--- config.mk ---
export PLATFORM = sky130hd
export DESIGN_NAME = fp_to_int
export DESIGN_NICKNAME = d
export VERILOG_FILES = /design/src/rtl/fp_to_int_pkg.sv /design/src/rtl/fp_to_int_unpack.sv /design/src/rtl/fp_to_int_range.sv /design/src/rtl/fp_to_int_align.sv /design/src/rtl/fp_to_int.sv
export SDC_FILE = /design/constraint.sdc
export NUM_CORES = 1
export LEC_CHECK = 0
export ABC_AREA = 0
export CAP_MARGIN = 10
export CORE_UTILIZATION = 45
export DETAILED_ROUTE_END_ITERATION = 7
export DONT_BUFFER_PORTS = 1
export GPL_TIMING_DRIVEN = 0
export MAX_ROUTING_LAYER = met4
export SYNTH_ARGS = -nofsm -noshare
export SYNTH_HDL_FRONTEND = slang
export SYNTH_HIERARCHICAL = 1
export SYNTH_SLANG_ARGS = --single-unit
export TNS_END_PERCENT = 30
--- constraint.sdc ---
create_clock -name vclk -period 3.6
set_input_delay 0 -clock vclk [all_inputs]
set_output_delay 0 -clock vclk [all_outputs]
set_load 0.02 [all_outputs]
--- src/rtl/fp_to_int_pkg.sv ---
package fp_to_int_pkg;
  typedef enum logic [2:0] {
    FC_ZERO,
    FC_SUB,
    FC_NORM,
    FC_INF,
    FC_NAN
  } fp_class_e;
endpackage

--- src/rtl/fp_to_int_unpack.sv ---
module fp_to_int_unpack
  import fp_to_int_pkg::*;
#(
  parameter int EXP_W = 8,
  parameter int MAN_W = 23
) (
  input  logic [EXP_W+MAN_W:0]   fp_i,
  output logic                   sign_o,
  output fp_class_e              class_o,
  output logic signed [EXP_W:0]  uexp_o,
  output logic [MAN_W:0]         sig_o
);
  localparam int BIAS = (1 << (EXP_W - 1)) - 1;

  logic [EXP_W-1:0] efield;
  logic [MAN_W-1:0] frac;

  always_comb begin
    sign_o = fp_i[EXP_W+MAN_W];
    efield = fp_i[EXP_W+MAN_W-1:MAN_W];
    frac   = fp_i[MAN_W-1:0];
    uexp_o = $signed({1'b0, efield}) - $signed((EXP_W+1)'(BIAS));
    sig_o  = {1'b1, frac};
    if (efield == '0)
      class_o = (frac == '0) ? FC_ZERO : FC_SUB;
    else if (efield == '1)
      class_o = (frac == '0) ? FC_INF : FC_NAN;
    else
      class_o = FC_NORM;
  end
endmodule

--- src/rtl/fp_to_int_range.sv ---
module fp_to_int_range
  import fp_to_int_pkg::*;
#(
  parameter int EXP_W = 8,
  parameter int INT_W = 32
) (
  input  logic                   sign_i,
  input  fp_class_e              class_i,
  input  logic signed [EXP_W:0]  uexp_i,
  input  logic                   signed_i,
  output logic                   invalid_o
);
  localparam int MAX_SGN = INT_W - 2;
  localparam int MAX_UNS = INT_W - 1;

  int  ue;
  int  limit;
  logic bad_class;

  always_comb begin
    ue        = int'(uexp_i);
    limit     = signed_i ? MAX_SGN : MAX_UNS;
    bad_class = (class_i != FC_NORM);
    invalid_o = bad_class || (ue < 0) || (ue > limit) || (sign_i && !signed_i);
  end
endmodule

--- src/rtl/fp_to_int_align.sv ---
module fp_to_int_align #(
  parameter int EXP_W = 8,
  parameter int MAN_W = 23,
  parameter int INT_W = 32
) (
  input  logic signed [EXP_W:0]  uexp_i,
  input  logic [MAN_W:0]         sig_i,
  output logic [INT_W-1:0]       mag_o
);
  localparam int SHW  = $clog2(INT_W);
  localparam int WIDE = INT_W + MAN_W;

  int              ue;
  logic            in_rng;
  logic [SHW-1:0]  shamt;
  logic [WIDE-1:0] wide;
  logic            unused_low;

  always_comb begin
    ue         = int'(uexp_i);
    in_rng     = (ue >= 0) && (ue <= INT_W - 1);
    shamt      = in_rng ? SHW'(ue) : '0;
    wide       = WIDE'(sig_i) << shamt;
    mag_o      = wide[MAN_W +: INT_W];
    unused_low = ^wide[MAN_W-1:0];

    // hidden one lands exactly at the exponent position
    if (in_rng) begin
      p_lead_pos_r2: assert (mag_o[shamt] == 1'b1)
        else $error("hidden bit not at exponent position");
      // no bits survive above the leading one
      p_no_high_r2: assert ((mag_o >> shamt) == INT_W'(1))
        else $error("bits above leading one");
    end
  end
endmodule

--- src/rtl/fp_to_int.sv ---
module fp_to_int
  import fp_to_int_pkg::*;
#(
  parameter int EXP_W = 8,
  parameter int MAN_W = 23,
  parameter int INT_W = 32
) (
  input  logic [EXP_W+MAN_W:0]  fp_i,
  input  logic                  signed_i,
  output logic [INT_W-1:0]      int_o,
  output logic                  invalid_o
);
  logic                  sign;
  fp_class_e             fclass;
  logic signed [EXP_W:0] uexp;
  logic [MAN_W:0]        sig;
  logic [INT_W-1:0]      mag;
  logic                  bad;
  logic                  neg;

  fp_to_int_unpack #(.EXP_W(EXP_W), .MAN_W(MAN_W)) u_unpack (
    .fp_i(fp_i), .sign_o(sign), .class_o(fclass), .uexp_o(uexp), .sig_o(sig)
  );

  fp_to_int_range #(.EXP_W(EXP_W), .INT_W(INT_W)) u_range (
    .sign_i(sign), .class_i(fclass), .uexp_i(uexp), .signed_i(signed_i),
    .invalid_o(bad)
  );

  fp_to_int_align #(.EXP_W(EXP_W), .MAN_W(MAN_W), .INT_W(INT_W)) u_align (
    .uexp_i(uexp), .sig_i(sig), .mag_o(mag)
  );

  always_comb begin
    neg       = signed_i & sign;
    invalid_o = bad;
    if (bad)
      int_o = '0;
    else if (neg)
      int_o = -mag;
    else
      int_o = mag;

    // a successful conversion is never zero
    if (!bad) begin
      p_valid_nonzero_r9: assert (int_o != '0)
        else $error("valid conversion gave zero");
      // negative signed result has its sign bit set
      p_neg_msb_r3: assert (!(neg) || int_o[INT_W-1])
        else $error("negative result lost sign");
      // positive signed result stays below the sign bit
      p_pos_fits_r7: assert (!(signed_i && !sign) || !int_o[INT_W-1])
        else $error("signed positive overflowed");
    end
  end
endmodule

==> results.md <==
* Die height at 90.1 um
* Setup violators final at 25
* RSZ-0062 raised after global routing: yes
* Max-slew violations at 0
* Req. time, crit path at 3600 ps
* Setup crit start kind: primary input
* Drt drc at 0
* Core area at 7370 um2
* Critical Path Max Stage Delay at 550 ps
* HPWL Detailed at 11000 um
* Shortest period the worst path allows at 3990 ps
* Failing checks: negative setup slack
* Post-route setup slack at -388 ps
* Actual slew at the worst max-slew pin at 852 ps
* Post-synth top area share at 11.3%
* Worst path slowest cell: or4_4
* Register area share after synthesis at 0%
* Routed WL per cell at 21.4 um
* Placed Area at 3680 um2
* Cell repeated most along the worst path: buf_12
* Hold depth at 3
* Syn Area/Cell at 6.07 um2
* Drt pass-1 iters at 6
* Reg area at 0 um2
* IO Port Bufs at 0
* Antenna-violating nets left at 0
* Largest net degree at the start of global routing at 11
* Non-Filler Instances at 736
* Crit path kind: in -> out
* Yosys top cell by area: nor2_1
* Overall power at 0.000754 W
* # Max-Cap Violations at 0
* Hold_sp: signed_i
* Num ports at 66
* Routability cong. at 0.994
* Post-Route WL at 15700 um
* Max Clk Rate at 251 MHz
* Worst-path cell chain: clkinvlp_4, nor3_4, nand4_1, xor2_2, or4_4, buf_12, buf_12, nand2_2, o211ai_1, a31oi_1, o311ai_2, inv_1, ha_4, or4b_4, nor4_4, buf_6, a21oi_2, xnor2_1, nor2_2
* Largest cells by area after synthesis: nor2_1 11%, xnor2_1 6.8%, a21oi_1 6.5%, buf_4 6.0%, mux2i_1 5.2%
* Syn Inst Count at 575
* GRT Util Overall at 36.7%
* Outcome: finished with violations
* Period utilisation layout at 111%
* Nets at 676
* Starting density of the core at 47.4%
* Clk_buf instances at 0
* FFs & Latches at 0
* Placed insts at 674
* FP Rows at 31
* Slew margin rel. at 43.2%
* Remaining Overflow, GRT at 0
* Syn_nets at 612
* Hold-fix buffers, CTS at 0
* Vias/cell at 6.88
* Leak pwr at 1.66 nW
* WHS Endpoint: int_o[1]
* Final Hold Vio Count at 0
* CP Data Arrival Time at 3990 ps
* CP Max Fanout at 8
* Area of the die at 8110 um2
* Layout cells sized above 1 at 37.8%
* Min-Delay Path Class: in -> out
* Antenna violations before repair at 0
* Post-route cell area at 4900 um2
* Die Wd at 90.1 um
* Ant diodes at 0
* Drt initial violations at 840
* Pwr/cell area at 154 nW/um2
* Mapped Area at 3490 um2
* First-pass GRT wire length at 23700 um
* Fillers at 667
* Yosys cell types at 66
* Vias at 5065
* Max VDD drop at 0.0896 mV
* YS warnings at 6
* Vias in the first global route at 4490
* Synthesis-to-layout area growth at 40.3%
* CP Capture Type: primary output
[cells in the mapped netlist, types with 3 or more instances]
| cell | n |
|---|---|
| nor3_1 | 16 |
| o211ai_1 | 16 |
| xnor2_1 | 27 |
| o21ai_0 | 23 |
| buf_4 | 28 |
| nand4_1 | 7 |
| nand3_1 | 17 |
| or3_1 | 12 |
| nor4_1 | 9 |
| mux2_2 | 6 |
| nand2b_1 | 5 |
| nand2_1 | 41 |
| a32oi_1 | 4 |
| a221oi_2 | 3 |
| nor2_1 | 105 |
| xor2_1 | 4 |
| buf_2 | 15 |
| mux2i_1 | 18 |
| o2111ai_1 | 4 |
| a41oi_1 | 6 |
| a22oi_1 | 3 |
| and2_1 | 4 |
| clkbuf_1 | 19 |
| nor2b_1 | 5 |
| or4_1 | 7 |
| nor3b_1 | 4 |
| and3_1 | 3 |
| inv_1 | 20 |
| o22ai_1 | 10 |
| o221ai_1 | 8 |
| a21oi_1 | 45 |
| nor4_4 | 3 |
| ha_1 | 4 |
| nor2_2 | 5 |
| a211oi_1 | 5 |
| a31oi_1 | 23 |
[power by group]
| part | internal (W) | switching (W) | leakage [nW] |
|---|---|---|---|
| Clock | 0 | 0 | 0 |
| Sequential | 0 | 0 | 0 |
| Combinational | 0.000317 | 0.000437 | 1.66 |
| Total | 0.000317 | 0.000437 | 1.66 |
[per-stage QoR]
stage / TNS (ps) / hold slack (ps) / util [%] / worst slack [ps]
3_3_place_gp: -27060 / 358 / 49.9 / -1280
5_1_grt: -10350 / 367 / 66.5 / -523
4_1_cts: -7550 / 366 / 59.4 / -426
3_5_place_dp: -27090 / 364 / 49.9 / -1250
2_1_floorplan: 0 / 333 / - / 6.73
6_report: -6700 / 366 / 66.5 / -388
[final cells by class]
| class | instances | area (um2) | share of cell area [%] |
|---|---|---|---|
| multi-input combinational | 488 | 3720 | 75.9 |
| timing repair buffer | 61 | 489 | 9.99 |
| buffer | 66 | 479 | 9.79 |
| tap | 99 | 124 | 2.53 |
| inverter | 22 | 86.3 | 1.76 |
[per-layer routing]
| layer | routed length, um | vias up | global-route usage [%] |
|---|---|---|---|
| met2 | 7150 | 416 | 58.6 |
| met4 | 590 | 0 | 9.81 |
| li1 | - | 2234 | - |
| met5 | 0 | - | - |
| met1 | 5970 | 2331 | 48.9 |
| met3 | 2020 | 84 | 4.40 |
[cells by family (layout without fill, tap and decap cells)]
kind of cell	after synthesis	count (layout)	share of synthesized area, %
AOI/OAI and AO/OA	170	170	32.8
xor gates and xnor gates	31	31	7.78
adders and majority gates	4	4	1.43
buffers and inverters	88	149	13.4
muxes	24	24	7.10
other	1	1	0.107
and+or+nand+nor	257	258	37.3
[layout by cell type, fill, tap and decap left out, types with 5 or more instances in the layout]
cell,n
nor3_1,13
buf_2,9
mux2_2,6
o21ai_2,5
nand2b_1,5
or4_1,5
nand2_1,37
xnor2_1,19
xnor2_2,8
nor2_1,76
a41oi_1,6
buf_6,6
a21oi_2,12
nand4_1,7
buf_4,84
o21ai_0,15
nor2b_1,5
mux2i_1,18
inv_1,17
nor4_1,6
o211ai_1,16
nor2_2,22
nand3_1,17
a31oi_1,18
clkbuf_1,13
or3_1,11
a21oi_1,30
o22ai_1,6
nor2_4,13
[critical path, delay by kind of cell]
family                     cells  cell delay [ps]
buffers and inverters          5              780
adders and majority gates      1              150
xor gates and xnor gates       2              380
AOI/OAI and AO/OA              4              740
and+or+nand+nor                7             1920
[how the worst max path moves through the flow]
stage | start | to | cells after the start
floorplan | fp_i[23] | int_o[30] | 16
global placement | fp_i[23] | int_o[31] | 18
detailed placement | fp_i[23] | int_o[31] | 18
CTS | fp_i[23] | int_o[29] | 19
global route | fp_i[23] | int_o[27] | 19
finish | fp_i[23] | int_o[22] | 19
[repair_timing]
item	CTS	global route
pin swaps	48	44
setup endpoints to repair	31	31
gates resized for setup	84	77
buffers inserted	42	18
gates cloned	1	1
(Power assumes the default switching activity.)
